File: config.mk
export PLATFORM = sky130hd
export DESIGN_NAME = lcd_dram_loader
export DESIGN_NICKNAME = d
export VERILOG_FILES = /design/src/rtl/lcd_dram_pkg.sv /design/src/rtl/lcd_col_ptr.sv /design/src/rtl/lcd_wr_map.sv /design/src/rtl/lcd_col_mem.sv /design/src/rtl/lcd_dram_loader.sv
export SDC_FILE = /design/constraint.sdc
export NUM_CORES = 1
export LEC_CHECK = 0
export BUFFER_PORTS_ARGS = -buffer_cell sky130_fd_sc_hd__buf_2
export CORE_ASPECT_RATIO = 0.8
export CORE_UTILIZATION = 40
export CTS_BUF_LIST = sky130_fd_sc_hd__clkbuf_4 sky130_fd_sc_hd__clkbuf_8
export DETAILED_ROUTE_END_ITERATION = 10
export RECOVER_POWER = 25
export SLEW_MARGIN = 20
export SYNTH_ARGS = -nofsm -noshare
export SYNTH_HDL_FRONTEND = slang
export SYNTH_HIERARCHICAL = 1
export SYNTH_SLANG_ARGS = --single-unit
File: constraint.sdc
create_clock -name clk -period 2.59 [get_ports clk]
set_clock_uncertainty 0.1 [all_clocks]
set_input_delay 0.1295 -clock clk [delete_from_list [all_inputs] [get_ports clk]]
set_output_delay 0.1295 -clock clk [all_outputs]
set_load 0.02 [all_outputs]
File: src/rtl/lcd_dram_pkg.sv
package lcd_dram_pkg;
  localparam int unsigned LCD_ROWS = 4;
  localparam int unsigned LCD_COLS = 44;

  typedef enum logic [1:0] {
    PTR_HOLD  = 2'd0,
    PTR_CLEAR = 2'd1,
    PTR_LOAD  = 2'd2,
    PTR_STEP  = 2'd3
  } ptr_op_e;
endpackage

File: src/rtl/lcd_col_ptr.sv
module lcd_col_ptr
  import lcd_dram_pkg::*;
#(
  parameter int unsigned COLS  = 44,
  parameter int unsigned PTR_W = 6
) (
  input  logic             clk,
  input  logic             rst_n,
  input  logic             clr_i,
  input  logic             ld_i,
  input  logic [PTR_W-1:0] ld_addr_i,
  input  logic             step_i,
  output logic [PTR_W-1:0] ptr_o,
  output logic             full_o
);
  localparam logic [PTR_W:0]   FULL_X = (PTR_W+1)'(COLS);
  localparam logic [PTR_W-1:0] FULL_V = PTR_W'(COLS);

  logic [PTR_W-1:0] ptr_q, ptr_d;
  logic [PTR_W:0]   step_sum;
  logic             ptr_en;
  ptr_op_e          op;

  assign full_o   = ({1'b0, ptr_q} >= FULL_X);
  assign step_sum = {1'b0, ptr_q} + (PTR_W+1)'(2);

  // operation select: clear, then load, then step
  always_comb begin
    if (clr_i)                 op = PTR_CLEAR;
    else if (ld_i)             op = PTR_LOAD;
    else if (step_i && !full_o) op = PTR_STEP;
    else                       op = PTR_HOLD;
  end

  always_comb begin
    ptr_en = (op != PTR_HOLD);
    case (op)
      PTR_CLEAR: ptr_d = '0;
      PTR_LOAD:  ptr_d = ({1'b0, ld_addr_i} >= FULL_X) ? FULL_V : ld_addr_i;
      PTR_STEP:  ptr_d = (step_sum >= FULL_X) ? FULL_V : step_sum[PTR_W-1:0];
      default:   ptr_d = ptr_q;
    endcase
  end

  always_ff @(posedge clk or negedge rst_n) begin
    if (!rst_n)      ptr_q <= '0;
    else if (ptr_en) ptr_q <= ptr_d;
  end

  assign ptr_o = ptr_q;
endmodule

File: src/rtl/lcd_wr_map.sv
module lcd_wr_map #(
  parameter int unsigned ROWS  = 4,
  parameter int unsigned COLS  = 44,
  parameter int unsigned PTR_W = 6
) (
  input  logic                      wr_en_i,
  input  logic [PTR_W-1:0]          ptr_i,
  input  logic [2*ROWS-1:0]         data_i,
  output logic [COLS-1:0]           col_we_o,
  output logic [COLS-1:0][ROWS-1:0] col_wdata_o
);
  localparam int unsigned BYTE_W = 2 * ROWS;

  logic [ROWS-1:0] hi_nib, lo_nib;
  logic [PTR_W:0]  ptr_x, ptr_nxt;

  // vertical slices: the most significant bit of each half lands in row 0
  for (genvar r = 0; r < ROWS; r++) begin : g_rev
    assign hi_nib[r] = data_i[BYTE_W-1-r];
    assign lo_nib[r] = data_i[ROWS-1-r];
  end

  assign ptr_x   = {1'b0, ptr_i};
  assign ptr_nxt = ptr_x + (PTR_W+1)'(1);

  // the second column matches nothing past the end, so it is dropped there
  for (genvar c = 0; c < COLS; c++) begin : g_col
    localparam logic [PTR_W:0] CIDX = (PTR_W+1)'(c);
    logic hit_hi, hit_lo;
    assign hit_hi         = (ptr_x == CIDX);
    assign hit_lo         = (ptr_nxt == CIDX);
    assign col_we_o[c]    = wr_en_i & (hit_hi | hit_lo);
    assign col_wdata_o[c] = hit_hi ? hi_nib : lo_nib;
  end
endmodule

File: src/rtl/lcd_col_mem.sv
module lcd_col_mem #(
  parameter int unsigned ROWS  = 4,
  parameter int unsigned COLS  = 44,
  parameter int unsigned PTR_W = 6
) (
  input  logic                      clk,
  input  logic                      rst_n,
  input  logic                      clr_i,
  input  logic [COLS-1:0]           col_we_i,
  input  logic [COLS-1:0][ROWS-1:0] col_wdata_i,
  input  logic [PTR_W-1:0]          rd_col_i,
  output logic [ROWS-1:0]           rd_data_o
);
  logic [COLS-1:0][ROWS-1:0] mem_q;
  logic [ROWS-1:0]           rd_d, rd_q;

  for (genvar c = 0; c < COLS; c++) begin : g_col
    logic            col_en;
    logic [ROWS-1:0] col_d, col_q;

    always_comb begin
      col_en = clr_i | col_we_i[c];
      col_d  = clr_i ? '0 : col_wdata_i[c];
    end

    always_ff @(posedge clk or negedge rst_n) begin
      if (!rst_n)      col_q <= '0;
      else if (col_en) col_q <= col_d;
    end

    assign mem_q[c] = col_q;
  end

  // column select; indices past the end leave the zero default
  always_comb begin
    rd_d = '0;
    for (int c = 0; c < COLS; c++) begin
      if (rd_col_i == PTR_W'(c)) rd_d = mem_q[c];
    end
  end

  always_ff @(posedge clk or negedge rst_n) begin
    if (!rst_n) rd_q <= '0;
    else        rd_q <= rd_d;
  end

  assign rd_data_o = rd_q;
endmodule

File: src/rtl/lcd_dram_loader.sv
module lcd_dram_loader
  import lcd_dram_pkg::*;
#(
  parameter  int unsigned ROWS  = LCD_ROWS,
  parameter  int unsigned COLS  = LCD_COLS,
  localparam int unsigned PTR_W = $clog2(COLS + 1)
) (
  input  logic              clk,
  input  logic              rst_n,
  input  logic              clr_i,
  input  logic              ptr_ld_i,
  input  logic [PTR_W-1:0]  ptr_addr_i,
  input  logic              wr_valid_i,
  input  logic [2*ROWS-1:0] wr_data_i,
  input  logic [PTR_W-1:0]  rd_col_i,
  output logic [ROWS-1:0]   rd_data_o,
  output logic [PTR_W-1:0]  ptr_o
);
  logic [PTR_W-1:0]          ptr;
  logic                      full;
  logic                      wr_en;
  logic [COLS-1:0]           col_we;
  logic [COLS-1:0][ROWS-1:0] col_wdata;

  lcd_col_ptr #(.COLS(COLS), .PTR_W(PTR_W)) u_ptr (
    .clk       (clk),
    .rst_n     (rst_n),
    .clr_i     (clr_i),
    .ld_i      (ptr_ld_i),
    .ld_addr_i (ptr_addr_i),
    .step_i    (wr_valid_i),
    .ptr_o     (ptr),
    .full_o    (full)
  );

  // a byte is committed only when no strobe competes and room is left
  assign wr_en = wr_valid_i & ~clr_i & ~ptr_ld_i & ~full;

  lcd_wr_map #(.ROWS(ROWS), .COLS(COLS), .PTR_W(PTR_W)) u_map (
    .wr_en_i     (wr_en),
    .ptr_i       (ptr),
    .data_i      (wr_data_i),
    .col_we_o    (col_we),
    .col_wdata_o (col_wdata)
  );

  lcd_col_mem #(.ROWS(ROWS), .COLS(COLS), .PTR_W(PTR_W)) u_mem (
    .clk         (clk),
    .rst_n       (rst_n),
    .clr_i       (clr_i),
    .col_we_i    (col_we),
    .col_wdata_i (col_wdata),
    .rd_col_i    (rd_col_i),
    .rd_data_o   (rd_data_o)
  );

  assign ptr_o = ptr;
endmodule

==> out/metrics.yaml <==
global_route:
  overflow: 0
  grt_pass1_wl_mm: 65.43
  track_usage: 0.2592
  grt_pass1_vias: 10280
  antenna_found_initial: 2
  grt_max_degree: 182
cells_and_area:
  regArea_mm2: 0.004658
  fin_nets: 1397
  syn_to_final_growth_pct: 10.84
  final_util: 0.4567
  num_antenna_cells: 0
  multiInputGateArea_mm2: 0.007750
  drive_gt1_frac: 0.2863
  fillers: 3052
worst_setup_path:
  cp_cell_sequence: "buf_4 -> ha_1 -> a21oi_1 -> o31ai_1 -> o41ai_1 -> a22o_1 -> dlygate4sd3_1"
  critical-path-max-stage-delay_ns: 0.57
  endpoint_kind: "register"
  cp.arrival_ns: 2.79
  path_class: "register to register"
  crit_path_start_kind: "register"
  crit_required_ns: 2.88
  cp_max_fo: 15
  rr_worst_depth: 7
  cpMaxStageDelayCell: "dlygate4sd3_1"
logic_synthesis:
  synth_area_leader_cell: "dfrtp_1"
  synth_cell_type_count: 81
  synthFlopType: "dfrtp_1"
  synth_area_leaders: "dfrtp_1 (35%), mux2_2 (16%), mux2i_1 (16%)"
  synth_most_common_cell: "mux2i_1"
  synth_common_cells: "mux2i_1 (209), nor2_1 (206), dfrtp_1 (186), mux2_2 (186), nand2_1 (77)"
  async_reset_ff_frac: 1.000
  ys_seq_elements: 186
  synth_nets: 1376
  syn_avg_cell_area_um2: 9.731
  yosys_warnings: 6
  yosysTopAreaCellShare: 0.3546
  syn_area_mm2: 0.01313
  synth_edf_count: 0
  syn_inst: 1349
  synth.yosys.seq_area_share: 0.3546
timing:
  finalSetupViolations: 0
  tns_ns: 0
  post-route-period-util: 0.9656
  hold_viol: 0
  max_freq_ghz: 0.3999
  post-route-min-period_ns: 2.501
  rsz0062_at_grt: "false"
  slew_headroom: -0.3582
  max_slew.worst_pin.slew_ns: 2.037
  drv_slew: 67
die:
  design.portCount: 35
  core_area_mm2: 0.03186
  die_w_um: 204.5
  start_util: 0.4121
  core.rowCount: 58
  die_y_um: 164.0
  die-area_mm2: 0.03355
power_and_ir_drop:
  clock_power_share: 0.322
  power_density_mw_per_mm2: 406.2
  p_leak_nw: 5.845
  sw_frac_of_total: 0.3149
  p_comb_frac: 0.176
  max-vdd-ir-drop_v: 0.0003313
  internal_power_mw: 4.050
  p_switching_mw: 1.861
  seq_power_share: 0.501
drt:
  firstDrtPassIters: 6
  drcViolationCount: 0
  vias: 10680
  routedWlPerCell_um: 23.56
  wirelength_mm: 42.48
  antenna_left: 0
  drt_iter0_drc: 1115
  vias_per_cell: 5.924
cts:
  cts_buffers: 17
  cts_sinks: 186
  clock_latency_ns: 0.51
  clk_pin_slew_ns: 0.10
  cts_root_buffer: "clkbuf_8"
  h-tree-depth: 4
  cts_tree: "built"
  cts_setup_buffers: 0
  clockBufferDepth: 2
placed_design:
  dp_hpwl_mm: 28.61
  portBuffers: 34
  gp_congestion: 0.9844
run_status:
  status: "finished, violations left"
  violations: "max-capacitance violations, max-slew violations"
flow_run:
  maxCapViolations: 1
hold_path:
  holdPathStages: 5
  min_path_type: "input port to register"
-- final timing paths --
check                                                      from                                    to  slack (ns)
setup reg to reg                     u_ptr/ptr_o[1]$_DFFE_PN0P_            u_ptr/ptr_o[4]$_DFFE_PN0P_        0.09
hold / removal                                    ptr_addr_i[2]            u_ptr/ptr_o[2]$_DFFE_PN0P_        0.07
hold reg to reg            u_mem/g_col[12].col_q[1]$_DFFE_PN0P_  u_mem/g_col[12].col_q[1]$_DFFE_PN0P_        0.43
setup / recovery                     u_ptr/ptr_o[1]$_DFFE_PN0P_            u_ptr/ptr_o[4]$_DFFE_PN0P_        0.09
max in group asynchronous                                 rst_n  u_mem/g_col[30].col_q[1]$_DFFE_PN0P_        0.52
min in group asynchronous                                 rst_n   u_mem/g_col[0].col_q[0]$_DFFE_PN0P_        0.65
-- worst max-delay path, delay by kind of cell, from the launching register on --
kind | cells | cell delay (ns)
buffers and inverters | 2 | 0.79
AOI/OAI and AO/OA | 4 | 0.67
DFF | 1 | 0.55
adders and majority gates | 1 | 0.29
-- cells by family after synthesis --
| kind of cell | share of synthesized area |
|---|---|
| and+or+nand+nor | 0.1455 |
| DFF | 0.3546 |
| xor gates and xnor gates | 0.0006673 |
| adders and majority gates | 0.001906 |
| muxes | 0.3301 |
| AOI/OAI and AO/OA | 0.1115 |
| buffers and inverters | 0.05576 |
-- cell type report --
type                            instances  share of cell area
Timing Repair Buffer                  150             0.08453
Tap cell                              420             0.03612
Inverter                                8            0.002064
Clock buffer                           20             0.01806
Sequential cell                       186              0.3201
Clock inverter                         12            0.006449
Multi-Input combinational cell       1007              0.5326
-- timing repair --
action	CTS	global route
hold buffers	12	0
gates resized for setup	0	3
hold endpoints to repair	104	0
endpoints found under the setup margin	0	19
-- cells in the final DEF, fill, tap and decap left out, drive strengths merged, types with 10 or more instances in the layout --
cell / instances
dlygate4sd3: 12
mux2i: 209
nand2b: 14
nor3: 20
dfrtp: 186
o22ai: 12
nor2: 207
a21oi: 48
clkbuf: 21
buf: 137
a211oi: 10
o21ai: 31
nand3: 10
nand2: 77
mux2: 187
a21boi: 40
inv: 11
-- power groups by stage --
| stage | sequential [mW] | clock, mW | combinational (mW) |
|---|---|---|---|
| after floorplan | 3.02 | 0 | 0.606 |
| after global placement | 3.02 | 0 | 1.00 |
| after detailed placement | 3.02 | 0 | 1.01 |
| after CTS | 2.96 | 1.97 | 1.03 |
| after global routing | 2.97 | 2.08 | 1.11 |
| final | 2.96 | 1.91 | 1.04 |
-- sequential cells by signal (all words and copies together), names as in the netlist --
| register | count |
|---|---|
| u_mem/g_col.col_q | 176 |
| u_mem/rd_data_o | 4 |
| u_ptr/ptr_o | 6 |
-- per-stage QoR --
step	instance area, um^2	total power [mW]	hold WS (ns)	worst slack, ns	instances
after floorplan	13130	3.628	-0.2661	0.08484	1349
after global placement	14080	4.020	0.1041	0.1346	1759
after detailed placement	14080	4.030	0.1074	0.1689	1759
after CTS	14560	5.964	0.02447	0.01318	1803
after global routing	14550	6.154	0.06311	0.03746	1803
final	14550	5.910	0.06583	0.08912	1803
-- metal layers --
layer	share of wire	up-vias	wire, um	global-route usage
met5	0.00024	-	10	0
met4	0.011	2	478	0.05597
li1	-	4864	-	-
met2	0.41	398	17370	0.3593
met1	0.50	5386	21350	0.3980
met3	0.077	31	3279	0.06349
Power figures use the tool's default switching activity.
